<file path="src/rtl/rxq_pkg.sv">
package rxq_pkg;
  localparam int CNT_W = 12;
  localparam int LEN_W = 11;

  typedef logic [CNT_W-1:0] cnt_t;

  localparam logic [3:0] CODE_NONE    = 4'b0000;
  localparam logic [3:0] CODE_OVERRUN = 4'b1000;
  localparam logic [3:0] CODE_RUNT    = 4'b1011;
  localparam logic [3:0] CODE_ALIGN   = 4'b1100;
  localparam logic [3:0] CODE_CRC     = 4'b1101;
  localparam logic [3:0] CODE_OVERSZ  = 4'b1001;
  localparam logic [3:0] CODE_DRIBBLE = 4'b0010;

  typedef struct packed {
    logic             done;
    logic [3:0]       code;
    logic [LEN_W-1:0] len;
    cnt_t             stored;
  } rxq_entry_t;

  function automatic logic [3:0] norm_code(input logic [3:0] c);
    case (c)
      CODE_OVERRUN, CODE_RUNT, CODE_ALIGN, CODE_CRC, CODE_OVERSZ, CODE_DRIBBLE: return c;
      default: return CODE_NONE;
    endcase
  endfunction
endpackage

</file>
<file path="src/rtl/rxq_queue.sv">
module rxq_queue
  import rxq_pkg::*;
#(
  parameter int DEPTH = 8
) (
  input  logic             clk_i,
  input  logic             rst_ni,
  input  logic             clr_i,
  input  logic             push_i,
  input  logic             wr_i,
  input  logic             fin_i,
  input  logic [3:0]       fin_code_i,
  input  logic [LEN_W-1:0] fin_len_i,
  input  logic             pop_i,
  output rxq_entry_t       head_o,
  output logic             empty_o,
  output logic             full_o
);
  localparam int PW = (DEPTH > 1) ? $clog2(DEPTH) : 1;
  localparam int CW = $clog2(DEPTH + 1);
  localparam logic [PW-1:0] LAST = PW'(DEPTH - 1);

  logic [PW-1:0] head_q, tail_q, rx_idx;
  logic [CW-1:0] cnt_q;
  rxq_entry_t    mem_q [DEPTH];
  rxq_entry_t    mem_d [DEPTH];

  function automatic logic [PW-1:0] nxt(input logic [PW-1:0] p);
    return (p == LAST) ? '0 : p + PW'(1);
  endfunction

  // entry currently being written by the MAC is the newest one
  assign rx_idx = (tail_q == '0) ? LAST : tail_q - PW'(1);

  always_comb begin
    for (int i = 0; i < DEPTH; i++) begin
      mem_d[i] = mem_q[i];
      if (push_i && tail_q == PW'(i)) begin
        mem_d[i] = '0;
      end else if (rx_idx == PW'(i)) begin
        if (wr_i) mem_d[i].stored = mem_q[i].stored + cnt_t'(1);
        if (fin_i) begin
          mem_d[i].done = 1'b1;
          mem_d[i].code = fin_code_i;
          mem_d[i].len  = fin_len_i;
        end
      end
    end
  end

  always_ff @(posedge clk_i or negedge rst_ni) begin
    if (!rst_ni) begin
      head_q <= '0;
      tail_q <= '0;
      cnt_q  <= '0;
      for (int i = 0; i < DEPTH; i++) mem_q[i] <= '0;
    end else if (clr_i) begin
      head_q <= '0;
      tail_q <= '0;
      cnt_q  <= '0;
      for (int i = 0; i < DEPTH; i++) mem_q[i] <= '0;
    end else begin
      for (int i = 0; i < DEPTH; i++) mem_q[i] <= mem_d[i];
      if (push_i) tail_q <= nxt(tail_q);
      if (pop_i)  head_q <= nxt(head_q);
      cnt_q <= cnt_q + CW'(push_i) - CW'(pop_i);
    end
  end

  assign head_o  = mem_q[head_q];
  assign empty_o = (cnt_q == '0);
  assign full_o  = (cnt_q == CW'(DEPTH));

  p_no_push_full_r4: assert property (@(posedge clk_i) disable iff (!rst_ni)
    push_i |-> !full_o);
  p_count_bound_r4: assert property (@(posedge clk_i) disable iff (!rst_ni)
    cnt_q <= CW'(DEPTH));
  p_pop_done_r8: assert property (@(posedge clk_i) disable iff (!rst_ni)
    pop_i |-> (!empty_o && head_o.done));
endmodule

</file>
<file path="src/rtl/rxq_occupancy.sv">
module rxq_occupancy
  import rxq_pkg::*;
#(
  parameter int CAP  = 2048,
  parameter int HYST = 4
) (
  input  logic clk_i,
  input  logic rst_ni,
  input  logic clr_i,
  input  logic inc_i,
  input  logic dec_i,
  input  logic free_i,
  input  cnt_t free_cnt_i,
  output logic full_o,
  output logic ovr_o
);
  localparam cnt_t CAP_C = cnt_t'(CAP);
  localparam cnt_t LOW_C = cnt_t'(CAP - HYST);

  cnt_t occ_q, occ_d;
  logic ovr_q, ovr_d;

  always_comb begin
    occ_d = occ_q + cnt_t'(inc_i) - cnt_t'(dec_i);
    if (free_i) occ_d = occ_d - free_cnt_i;
    if (occ_d == CAP_C)      ovr_d = 1'b1;
    else if (occ_d <= LOW_C) ovr_d = 1'b0;
    else                     ovr_d = ovr_q;
  end

  always_ff @(posedge clk_i or negedge rst_ni) begin
    if (!rst_ni) begin
      occ_q <= '0;
      ovr_q <= 1'b0;
    end else if (clr_i) begin
      occ_q <= '0;
      ovr_q <= 1'b0;
    end else begin
      occ_q <= occ_d;
      ovr_q <= ovr_d;
    end
  end

  assign full_o = (occ_q == CAP_C);
  assign ovr_o  = ovr_q;

  p_occ_bound_r5: assert property (@(posedge clk_i) disable iff (!rst_ni)
    occ_q <= CAP_C);
  p_no_inc_full_r5: assert property (@(posedge clk_i) disable iff (!rst_ni)
    inc_i |-> !full_o);
  p_free_bound_r8: assert property (@(posedge clk_i) disable iff (!rst_ni)
    free_i |-> (free_cnt_i <= occ_q));
endmodule

</file>
<file path="src/rtl/rxq_status_fmt.sv">
module rxq_status_fmt
  import rxq_pkg::*;
(
  input  logic       empty_i,
  input  rxq_entry_t head_i,
  output logic [15:0] status_o
);
  localparam cnt_t SAT = cnt_t'((1 << LEN_W) - 1);

  logic [LEN_W-1:0] live_len;

  assign live_len = (head_i.stored > SAT) ? LEN_W'(SAT) : head_i.stored[LEN_W-1:0];

  always_comb begin
    if (empty_i)           status_o = 16'h8000;
    else if (!head_i.done) status_o = {1'b1, 4'b0000, live_len};
    else                   status_o = {1'b0, head_i.code, head_i.len};
  end
endmodule

</file>
<file path="src/rtl/rxq_status_queue.sv">
module rxq_status_queue
  import rxq_pkg::*;
#(
  parameter int DEPTH      = 8,
  parameter int FIFO_BYTES = 2048,
  parameter int HYST       = 4,
  parameter int MAX_LEN    = 1514
) (
  input  logic        clk_i,
  input  logic        rst_ni,
  input  logic        rx_reset_i,
  input  logic        sop_i,
  input  logic        wr_byte_i,
  input  logic        eop_i,
  input  logic [11:0] eop_len_i,
  input  logic [3:0]  eop_code_i,
  input  logic        rd_byte_i,
  input  logic        discard_i,
  output logic [15:0] rx_status_o,
  output logic        rx_receiving_o,
  output logic        rx_status_ovr_o,
  output logic        rx_fifo_ovr_o,
  output logic        rx_underrun_o,
  output logic        adapter_fail_o,
  output logic        rx_complete_o
);
  localparam logic [11:0] MAX_C = 12'(MAX_LEN);

  rxq_entry_t       head;
  logic             q_empty, q_full, occ_full, fovr;
  logic             recv_q, und_q, head_fin_q, popped_q;
  cnt_t             rd_cnt_q, unread;
  logic             accept_sop, wr_ok, eop_ok, pop, rd_in_range, rd_ok, rd_bad, head_fin;
  logic             oversize;
  logic [3:0]       fin_code;
  logic [LEN_W-1:0] fin_len;

  assign accept_sop  = sop_i & ~recv_q & ~q_full & ~fovr;
  assign wr_ok       = wr_byte_i & recv_q & ~occ_full;
  assign eop_ok      = eop_i & recv_q;
  assign pop         = discard_i & ~q_empty & head.done;
  assign rd_in_range = ~q_empty & (rd_cnt_q < head.stored);
  assign rd_ok       = rd_byte_i & ~pop & rd_in_range;
  assign rd_bad      = rd_byte_i & ~pop & ~rd_in_range;
  assign unread      = head.stored - rd_cnt_q;
  assign head_fin    = ~q_empty & head.done;

  assign oversize = (eop_len_i > MAX_C);
  assign fin_code = oversize ? CODE_OVERSZ : norm_code(eop_code_i);
  assign fin_len  = oversize ? LEN_W'(MAX_LEN) : eop_len_i[LEN_W-1:0];

  rxq_queue #(.DEPTH(DEPTH)) u_queue (
    .clk_i      (clk_i),
    .rst_ni     (rst_ni),
    .clr_i      (rx_reset_i),
    .push_i     (accept_sop),
    .wr_i       (wr_ok),
    .fin_i      (eop_ok),
    .fin_code_i (fin_code),
    .fin_len_i  (fin_len),
    .pop_i      (pop),
    .head_o     (head),
    .empty_o    (q_empty),
    .full_o     (q_full)
  );

  rxq_occupancy #(.CAP(FIFO_BYTES), .HYST(HYST)) u_occ (
    .clk_i      (clk_i),
    .rst_ni     (rst_ni),
    .clr_i      (rx_reset_i),
    .inc_i      (wr_ok),
    .dec_i      (rd_ok),
    .free_i     (pop),
    .free_cnt_i (unread),
    .full_o     (occ_full),
    .ovr_o      (fovr)
  );

  rxq_status_fmt u_fmt (
    .empty_i  (q_empty),
    .head_i   (head),
    .status_o (rx_status_o)
  );

  always_ff @(posedge clk_i or negedge rst_ni) begin
    if (!rst_ni) begin
      recv_q     <= 1'b0;
      und_q      <= 1'b0;
      rd_cnt_q   <= '0;
      head_fin_q <= 1'b0;
      popped_q   <= 1'b0;
    end else if (rx_reset_i) begin
      recv_q     <= 1'b0;
      und_q      <= 1'b0;
      rd_cnt_q   <= '0;
      head_fin_q <= 1'b0;
      popped_q   <= 1'b0;
    end else begin
      if (eop_ok)          recv_q <= 1'b0;
      else if (accept_sop) recv_q <= 1'b1;
      if (rd_bad) und_q <= 1'b1;
      if (pop)        rd_cnt_q <= '0;
      else if (rd_ok) rd_cnt_q <= rd_cnt_q + cnt_t'(1);
      head_fin_q <= head_fin;
      popped_q   <= pop;
    end
  end

  assign rx_receiving_o  = recv_q;
  assign rx_status_ovr_o = q_full;
  assign rx_fifo_ovr_o   = fovr;
  assign rx_underrun_o   = und_q;
  assign adapter_fail_o  = und_q;
  assign rx_complete_o   = head_fin & (~head_fin_q | popped_q);

  p_empty_status_r1: assert property (@(posedge clk_i) disable iff (!rst_ni)
    q_empty |-> (rx_status_o == 16'h8000));
  p_sop_blocked_r4: assert property (@(posedge clk_i) disable iff (!rst_ni)
    (sop_i && rx_status_ovr_o && !rx_receiving_o && !rx_reset_i) |=> !rx_receiving_o);
  p_und_sticky_r6: assert property (@(posedge clk_i) disable iff (!rst_ni)
    (rx_underrun_o && !rx_reset_i) |=> rx_underrun_o);
  p_recv_clear_r7: assert property (@(posedge clk_i) disable iff (!rst_ni)
    (eop_i && rx_receiving_o) |=> !rx_receiving_o);
  p_cmpl_done_r9: assert property (@(posedge clk_i) disable iff (!rst_ni)
    rx_complete_o |-> !rx_status_o[15]);
  p_reset_clr_r10: assert property (@(posedge clk_i) disable iff (!rst_ni)
    rx_reset_i |=> (rx_status_o == 16'h8000 && !rx_underrun_o && !rx_fifo_ovr_o));
endmodule

</file>
<file path="config.mk">
export PLATFORM = sky130hd
export DESIGN_NAME = rxq_status_queue
export DESIGN_NICKNAME = d
export VERILOG_FILES = /design/src/rtl/rxq_pkg.sv /design/src/rtl/rxq_queue.sv /design/src/rtl/rxq_occupancy.sv /design/src/rtl/rxq_status_fmt.sv /design/src/rtl/rxq_status_queue.sv
export SDC_FILE = /design/constraint.sdc
export NUM_CORES = 1
export LEC_CHECK = 0
export CORE_MARGIN = 1
export CORE_UTILIZATION = 45
export CTS_CLUSTER_SIZE = 28
export DETAILED_ROUTE_END_ITERATION = 7
export DONT_BUFFER_PORTS = 1
export PLACE_DENSITY = 0.64
export SLEW_MARGIN = 10
export SYNTH_ARGS = -nofsm -noshare
export SYNTH_HDL_FRONTEND = slang
export SYNTH_SLANG_ARGS = --single-unit
</file>
<file path="constraint.sdc">
create_clock -name clk_i -period 7 [get_ports clk_i]
set_input_delay 0.7 -clock clk_i [delete_from_list [all_inputs] [get_ports clk_i]]
set_output_delay 0.7 -clock clk_i [all_outputs]
set_load 0.03 [all_outputs]
</file>
Yosys cells after proc, flatten, opt, wreduce, memory -nomap -nowiden
Cells that the tools add are included.
{ "totals": {"register_bits": 263, "input_bits": 24, "output_inout_bits": 22, "elab_cells": 229} }
{ "op_classes": {"n_addsub": 18, "order_cmp": 5, "n_eq_ne": 24, "muxes": 58, "bitwise": 24, "reduce_logical": 58} }
{ "op_table": {"columns": ["op", "n"], "rows": [
  ["28-bit 2-to-1 mux", 18],
  ["224-bit 2-to-1 mux", 1],
  ["12-bit 2-to-1 mux", 13],
  ["12-bit by 1-bit adder with 12-bit output (second input constant)", 9],
  ["28-bit binary-select mux with 3-bit select", 1],
  ["3-bit nonzero test", 27],
  ["16-bit 2-to-1 mux", 3],
  ["2-bit AND reduction", 16],
  ["3-bit equality test (second input constant)", 9],
  ["12-bit equality test (second input constant)", 2],
  ["4-bit equality test (second input constant)", 6],
  ["12-bit by 11-bit greater-than comparator with 1-bit output (second input constant)", 2],
  ["12-bit subtractor", 2],
  ["11-bit 2-to-1 mux", 2],
  ["3-bit 2-to-1 mux", 7],
  ["1-bit bitwise AND", 14],
  ["12-bit by 1-bit adder with 12-bit output", 1],
  ["3-bit by 2-bit equality test with 1-bit output (second input constant)", 4],
  ["12-bit by 11-bit less-or-equal comparator with 1-bit output (second input constant)", 1],
  ["12-bit < comparator", 1],
  ["4-bit 2-to-1 mux", 3],
  ["12-bit by 1-bit subtractor with 12-bit output", 1],
  ["1-bit 2-to-1 mux", 10],
  ["1-bit logical AND", 8],
  ["14 further kinds", 26]
]} }

Depth between registers and ports, before layout
Gate-level depths: netlist (run 1).
{ "logic_depth": {"word_depth": 15, "depth_mapped": 30} }

Cells and area by module
From an unflattened synthesis (run 1), not the netlist that was laid out.
{ "hier_totals": {"cells_unflattened": 1699, "hier_area_um2": 16271.9} }
{ "modules_own_cells": {"columns": ["mod", "instances", "cells_each", "area_per_inst_um2", "seq_area_each_um2"], "rows": [
  ["rxq_queue", 1, 1206, 12289.3, 5855.6],
  ["rxq_occupancy", 1, 246, 1941.9, 325.3],
  ["rxq_status_queue", 1, 204, 1690.4, 400.4],
  ["rxq_status_fmt", 1, 43, 350.3, 0.0]
]} }

Least setup slack after synthesis (run 1)
No wires, ideal clock.
{ "synth_timing": {"kind": "reg2reg", "startpoint": "register u_queue.head_q[0]", "endpoint": "register u_occ.ovr_q, in the netlist u_occ.ovr_o", "t_arrival_ps": 7157, "required_time_ps": 6899, "path_slack_ps": -257, "path_stages_with_launch": 31, "n_path_buf": 2, "period_less_slack_ps": 7257, "cell_sequence": "dfrtp_1 buf_6 buf_1 mux4_2 mux2i_1 ha_1 a21o_1 a21o_1 a21o_1 a2111oi_4 o31ai_2 nor2_1 ha_1 inv_1 ha_1 fa_1 a21oi_1 o22ai_1 nor2_1 xor2_1 inv_1 fa_1 ha_1 or2_2 a21oi_1 a31oi_1 a31oi_1 xnor2_1 mux2i_1 or4_1 o32ai_1"} }
{ "synth_via": {"elab_chain_cells": 14} }
{ "synth_lines": {"columns": ["item", "line_no", "text"], "rows": [
  ["start, declared", "rxq_queue.sv:23", "logic [PW-1:0] head_q, tail_q, rx_idx;"],
  ["start signal, assigned", "rxq_queue.sv:65", "if (pop_i) head_q <= nxt(head_q);"],
  ["3-bit inverter with 4-bit output (not written as such) *", "rxq_queue.sv:70", "assign head_o = mem_q[head_q];"],
  ["28-bit binary-select mux with 3-bit select *", "rxq_queue.sv:70", null],
  ["28-bit 2-to-1 mux (not written as such) * (2 in a row)", "rxq_queue.sv:70", null],
  ["parallel branches: the longest is 6 deep, another holds 12-bit < comparator", null, null],
  ["12-bit 2-to-1 mux *", "rxq_occupancy.sv:25", "if (free_i) occ_d = occ_d - free_cnt_i;"],
  ["parallel branches: the longest is 3 deep, another holds 12-bit by 11-bit less-or-equal comparator with 1-bit output", null, null],
  ["end signal, assigned", "rxq_occupancy.sv:40", "ovr_q <= ovr_d;"],
  ["end, declared", "rxq_occupancy.sv:21", "logic ovr_q, ovr_d;"]
]} }
Mark *: on every way between the ends. The select of a mux whose other input is x is not followed.
A chain may end at the register's enable or synchronous reset.

Worst setup path in the final report (run 1)
Ends and elaborated chain as after synthesis.

==> flow_metrics.env, run 1 <==
export IMPL_status="finished, final reports clean"
export IMPL_n_antenna_cell=0
export IMPL_endpoint_kind="register"
export IMPL_drt_wirelength_per_cell_microns=20.6
export IMPL_place_area_sq_um=15700
export IMPL_setup_tns_final_ps=0
export IMPL_finalCritPeriodShare_pct=97.6
export IMPL_max_freq_ghz=0.146
export IMPL_syn_area_sq_um=15100
export IMPL_cts_sinks=263
export IMPL_clk_latency_ps=560
export IMPL_port_buffers=0
export IMPL_nNetsFinal=1616
export IMPL_hold_class="in2async"
export IMPL_initial_core_util_pct=46.1
export IMPL_layout_setup_ws_ps=171
export IMPL_crit_arrival_ps=7290
export IMPL_die_h_microns=185
export IMPL_max_stage_delay_ps=550
export IMPL_required_ps=7460
export IMPL_grtUsageTotal_pct=24.4
export IMPL_routed_via_count=11400
export IMPL_io_pin_count=46
export IMPL_leakagePower_nw=7.14
export IMPL_powerDensity_nw_per_um2=310
export IMPL_n_fill_cell=3036
export IMPL_gp_congestion=0.913
export IMPL_avgSynthCellArea_sq_um=10.0
export IMPL_setup_viol=0
export IMPL_ys_flop_type="dfrtp_1"
export IMPL_finalHoldViolations=0
export IMPL_yosysSeqAreaShare_pct=43.5
export IMPL_grt_overflow=0
export IMPL_htree_levels=1
export IMPL_dp_hpwl_microns=27800
export IMPL_syn_num_nets=1611
export IMPL_syn_to_final_growth_pct=11.2
export IMPL_worst_setup_path_type="reg2reg"
export IMPL_clk_pin_slew_ps=60
export IMPL_holdWs_ps=83.0
export IMPL_max_vdd_ir_drop_uv=341
export IMPL_fin_area_sq_um=16800
export IMPL_grt_pass1_vias=11400
export IMPL_synthArstFlopShare_pct=100
export IMPL_place_ws_ps=-19.8
export IMPL_core_sq_um=32800
export IMPL_ys_ff_latch=263
export IMPL_synth_edf_count=0
export IMPL_path_max_fanout=8
export IMPL_synth_warnings=0
export IMPL_route_antenna_remaining_nets=0
export IMPL_ys_types=68
export IMPL_rows=66
export IMPL_worst_pin_slew_ps=1260
export IMPL_post_route_min_period_ps=6830
export IMPL_cp_top_family="adder cells"
export IMPL_worst_path_most_repeated_cell="ha_1"
export IMPL_cts_tree="yes"
export IMPL_grt_max_degree=264
export IMPL_root_buffer="clkbuf_16"
export IMPL_die_x_microns=185
export IMPL_vias_per_cell=5.76
export IMPL_maxSlewHeadroom_pct=16.2
export IMPL_cp_start_kind="register"
export IMPL_maxSlewViolCount=0
export IMPL_clockBufferDepth=3
export IMPL_cap_violations=0
export IMPL_numCtsBuffers=29
export IMPL_fp_dieArea_sq_um=34300
export IMPL_drtIter0Drc=981
export IMPL_skew_ps=16.6
export IMPL_grt_pass1_wl_microns=64300
export IMPL_critPathBufInv=2
export IMPL_routed_wl_microns=40700
export IMPL_route_detailed_drc=0
export IMPL_drive_gt1_share_pct=13.1
export IMPL_cp_slowest_cell="mux4_2"
export IMPL_drtPass1Iterations=5
export IMPL_syn_inst=1509
export IMPL_antenna_found_initial=0
-- kinds of logic (layout without fill, tap and decap cells) --
logic type	Yosys count	after routing	synth area share, %
AO/OA/AOI/OAI	254	254	11.3
multiplexers	104	104	11.7
XOR/XNOR	107	107	6.20
AND/OR/NAND/NOR	583	583	16.9
adder cells (fa/ha/maj)	78	78	7.10
flip-flops	263	263	43.5
buffers and inverters	120	148	3.25
-- power by group --
group          leakage [nW]  internal (mW)  total, mW  switching, mW
registers              3.65           1.57       1.62         0.0435
logic                  3.02          0.908       2.10           1.19
clock network         0.467          0.859       1.50          0.637
-- path summary, 6_finish.rpt --
kind / cells after the start / slack, ps / start / endpoint
min in group clk_i: 1 / 210 / rx_reset_i / adapter_fail_o
max in group asynchronous: 2 / 5790 / rst_ni / u_queue.mem_q[95]
max: 28 / 170 / u_queue.head_q[0] / u_occ.ovr_o
max reg2reg: 28 / 170 / u_queue.head_q[0] / u_occ.ovr_o
min: 1 / 80 / rst_ni / u_occ.occ_q[9]
min reg2reg: 2 / 490 / u_queue.mem_q[27] / u_queue.mem_q[27]
-- cell usage after synthesis (4+ instances only) --
master / number / share of area, %
buf_1: 16 / 0.40
nand4_1: 28 / 1.2
nand3_1: 32 / 1.1
a21oi_1: 81 / 2.7
nor2_1: 255 / 6.3
and3_1: 22 / 0.91
fa_1: 13 / 1.7
xnor2_1: 35 / 2.0
clkbuf_1: 53 / 1.3
and2_1: 5 / 0.21
or3_1: 16 / 0.66
inv_1: 40 / 0.99
a31oi_1: 7 / 0.29
dfrtp_1: 263 / 44
a21o_1: 18 / 0.89
nor3_1: 15 / 0.50
buf_6: 4 / 0.30
or2_2: 5 / 0.21
mux2i_1: 43 / 2.8
o21ai_0: 22 / 0.73
o21a_1: 12 / 0.60
mux4_2: 54 / 8.0
xor2_1: 72 / 4.2
a211oi_1: 80 / 4.0
and4_1: 4 / 0.23
o21bai_1: 5 / 0.25
nor2b_1: 4 / 0.17
ha_1: 65 / 5.4
nand2_1: 176 / 4.4
buf_2: 4 / 0.13
nand2b_1: 7 / 0.29
-- registers in the layout, summed over array words and instances, names as in the netlist --
name,cells
rx_receiving_o,1
adapter_fail_o,1
u_occ.ovr_o,1
u_queue.head_q,3
u_occ.occ_q,12
u_queue.cnt_q,4
u_queue.tail_q,3
popped_q,1
rd_cnt_q,12
u_queue.mem_q,224
head_fin_q,1
-- metal layers --
metal | GRT usage [%] | vias to the layer above | wire, microns
met5 | 0 | - | 0
met4 | 6.15 | 0 | 970
met3 | 3.79 | 66 | 2740
met2 | 39.1 | 354 | 18800
met1 | 34.4 | 5667 | 18200
li1 | - | 5306 | -
-- cell type report --
type	count	area [sq um]	area share (%)
Multi-Input combinational cell	1126	8120	48.3
Clock buffer	39	823	4.90
Tap cell	442	553	3.29
Clock inverter	15	109	0.648
Inverter	42	160	0.953
Sequential cell	263	6590	39.2
Timing Repair Buffer	52	457	2.72
-- layout by cell type, fill, tap and decap left out, types with 4 or more instances in the layout --
cell,count
nand2b_1,7
nor3_1,15
xor2_1,71
or2_2,5
a31oi_1,7
and2_1,5
dfrtp_1,260
o21ai_0,21
ha_1,65
a21oi_1,80
a21o_1,18
nand3_1,32
nor2_1,246
o21bai_1,5
nor2b_1,4
or3_1,16
fa_1,12
clkbuf_16,29
nor2_2,9
and4_1,4
o21a_1,12
clkbuf_8,7
mux4_2,54
mux2i_1,42
xnor2_1,34
nand2_1,176
inv_1,40
and3_1,22
buf_4,46
nand4_1,28
clkbuf_1,4
clkinv_2,11
a211oi_1,78
-- what timing repair did --
| item | 4_1_cts | 5_1_grt |
|---|---|---|
| pin swaps | 0 | 14 |
| endpoints found under the setup margin | 1 | 2 |
| setup buffers | 0 | 8 |
| hold buffers | 1 | 0 |
| gates resized for setup | 1 | 14 |
| endpoints found under the hold margin | 263 | 0 |
-- metrics by stage --
step	util, %	std cells	power, mW
after floorplan	-	1509	3.20
after detailed placement	47.9	1915	3.62
final	51.3	1979	5.22
after CTS	50.8	1970	5.17
after global placement	47.9	1915	3.60
after global routing	51.3	1979	5.53
Power figures use the tool's default switching activity.
==> run 2, diff against run 1 <==
--- a/config.mk
+++ b/config.mk
@@ -5,12 +5,12 @@
 export SDC_FILE = /design/constraint.sdc
 export NUM_CORES = 1
 export LEC_CHECK = 0
+export BUFFER_PORTS_ARGS = -buffer_cell sky130_fd_sc_hd__buf_2
 export CORE_MARGIN = 1
 export CORE_UTILIZATION = 45
 export CTS_CLUSTER_SIZE = 28
 export DETAILED_ROUTE_END_ITERATION = 7
-export DONT_BUFFER_PORTS = 1
-export PLACE_DENSITY = 0.64
+export PLACE_DENSITY = 0.65
 export SLEW_MARGIN = 10
 export SYNTH_ARGS = -nofsm -noshare
 export SYNTH_HDL_FRONTEND = slang
==> flow_metrics.env, run 2 (synthesis gave the netlist of run 1 again) <==
export IMPL_setup_viol=0
export IMPL_port_buffers=45
export IMPL_cap_violations=0
export IMPL_syn_to_final_growth_pct=12.2
export IMPL_htree_levels=1
export IMPL_setup_tns_final_ps=0
export IMPL_drt_wirelength_per_cell_microns=20.0
export IMPL_dp_hpwl_microns=27300
export IMPL_p_comb_share_pct=40.6
export IMPL_route_antenna_remaining_nets=0
export IMPL_place_ws_ps=9.07
export IMPL_seqCellArea_sq_um=6590
export IMPL_die_h_microns=185
export IMPL_status="finished, final reports clean"
export IMPL_grt_pass1_vias=11500
export IMPL_max_freq_ghz=0.148
export IMPL_reg_top3="u_queue.mem_q: 224 flops, rd_cnt_q: 12 flops, u_occ.occ_q: 12 flops"
export IMPL_numCtsBuffers=29
export IMPL_worst_pin_slew_ps=1270
export IMPL_io_pin_count=46
export IMPL_initial_core_util_pct=46.1
export IMPL_layout_setup_ws_ps=231
export IMPL_top_register="u_queue.mem_q"
export IMPL_hold_class="in2async"
export IMPL_rsz0062_at_grt="no"
export IMPL_finalHoldViolations=0
export IMPL_routed_wl_microns=40300
export IMPL_power_share_clock_pct=28.9
export IMPL_gp_congestion=0.910
export IMPL_nNetsFinal=1654
export IMPL_grt_pass1_wl_microns=64300
export IMPL_pwr_share_seq_pct=30.5
export IMPL_fp_dieArea_sq_um=34300
export IMPL_required_ps=7450
export IMPL_max_stage_delay_ps=560
export IMPL_fin_util_pct=51.7
export IMPL_endpoint_kind="register"
export IMPL_path_max_fanout=6
export IMPL_root_buffer="clkbuf_16"
export IMPL_powerDensity_nw_per_um2=311
export IMPL_core_sq_um=32800
export IMPL_cts_sinks=263
export IMPL_die_x_microns=185
export IMPL_drive_gt1_share_pct=14.7
export IMPL_clockBufferDepth=3
export IMPL_worst_path_most_repeated_cell="ha_1"
export IMPL_skew_ps=19.1
export IMPL_grt_overflow=0
export IMPL_rows=66
export IMPL_routed_via_count=11700
export IMPL_largest_reg_flops=224
export IMPL_maxSlewViolCount=0
export IMPL_leakagePower_nw=7.29
export IMPL_reg2reg_depth=28
export IMPL_r2r_slack_ps=230
export IMPL_n_antenna_cell=0
export IMPL_drtIter0Drc=906
export IMPL_placed_cells=1960
export IMPL_switching_share_pct=35.8
export IMPL_max_vdd_ir_drop_uv=371
export IMPL_instances_no_fill=2013
export IMPL_final_common_cell="dfrtp_1"
export IMPL_cts_tree="yes"
export IMPL_worstReg2RegEnd="u_occ.ovr_o"
export IMPL_mostFrequentLayoutCells="dfrtp_1 (260), nor2_1 (246), nand2_1 (176)"
export IMPL_worst_setup_path_type="reg2reg"
export IMPL_cp_slowest_cell="mux4_2"
export IMPL_grt_max_degree=155
export IMPL_p_sw_mw=1.89
export IMPL_clk_pin_slew_ps=60
export IMPL_maxSlewHeadroom_pct=15.2
export IMPL_grtUsageTotal_pct=24.3
export IMPL_antenna_found_initial=0
export IMPL_clk_latency_ps=570
export IMPL_n_fill_cell=2978
export IMPL_r2r_start="u_queue.head_q[0]"
export IMPL_vias_per_cell=5.81
export IMPL_post_route_min_period_ps=6770
export IMPL_intPower_mw=3.39
export IMPL_finalCritPeriodShare_pct=96.7
export IMPL_crit_arrival_ps=7220
export IMPL_multiInputGateArea_sq_um=8130
export IMPL_cp_start_kind="register"
export IMPL_drtPass1Iterations=5
export IMPL_route_detailed_drc=0
==> run 2: how the worst max path moves through the flow <==
stage                      startpoint           to  slack, ps  depth (start not counted)
global placement    u_queue.head_q[0]  u_occ.ovr_o        140                         28
detailed placement  u_queue.head_q[0]  u_occ.ovr_o          9                         27
floorplan           u_queue.head_q[0]  u_occ.ovr_o         20                         30
global route        u_queue.head_q[0]  u_occ.ovr_o         20                         29
CTS                 u_queue.head_q[0]  u_occ.ovr_o         80                         27
finish              u_queue.head_q[0]  u_occ.ovr_o        230                         28
==> run 2: routing by layer <==
layer	vias to the layer above	global-route usage, %	wire length [microns]
li1	5399	-	-
met1	5762	33.8	17500
met2	458	38.4	18400
met3	83	3.99	3000
met4	0	8.10	1350
met5	-	0	0
==> run 2: timing repair <==
action / CTS / global route
gates resized for setup: 1 / 14
pin swaps: 0 / 5
setup buffers: 0 / 3
setup endpoints to repair: 1 / 2
hold buffers: 0 / 0
==> run 2: power groups by stage <==
| stage | clock, mW | sequential, mW | combinational (mW) |
|---|---|---|---|
| detailed placement | 0 | 1.64 | 2.03 |
| global placement | 0 | 1.64 | 2.00 |
| global route | 1.61 | 1.62 | 2.37 |
| floorplan | 0 | 1.63 | 1.58 |
| finish | 1.53 | 1.61 | 2.14 |
| CTS | 1.55 | 1.61 | 2.05 |
==> run 2: critical path: cells and delay by family (launching register included) <==
kind / cells / cell delay, ps
compound gates: 11 / 1840
fa+ha+maj: 6 / 1790
simple gates: 4 / 1150
mux: 3 / 890
flops: 1 / 490
xor+xnor: 2 / 380
buf+inv: 2 / 120
==> run 2: area by class of cell <==
cell class | count | share of cell area (%)
inverter | 42 | 0.944
multi-input combinational | 1126 | 47.9
clock buffer | 44 | 4.96
timing repair buffer | 90 | 3.52
tap | 442 | 3.26
sequential | 263 | 38.8
clock inverter | 6 | 0.561
==> run 2: through the flow <==
stage               hold slack (ps)  instance area (sq um)  power (mW)
floorplan                       404                  15100        3.20
global placement                475                  15900        3.63
detailed placement              493                  15900        3.67
CTS                             232                  16900        5.21
global route                    269                  17000        5.60
finish                          189                  17000        5.28
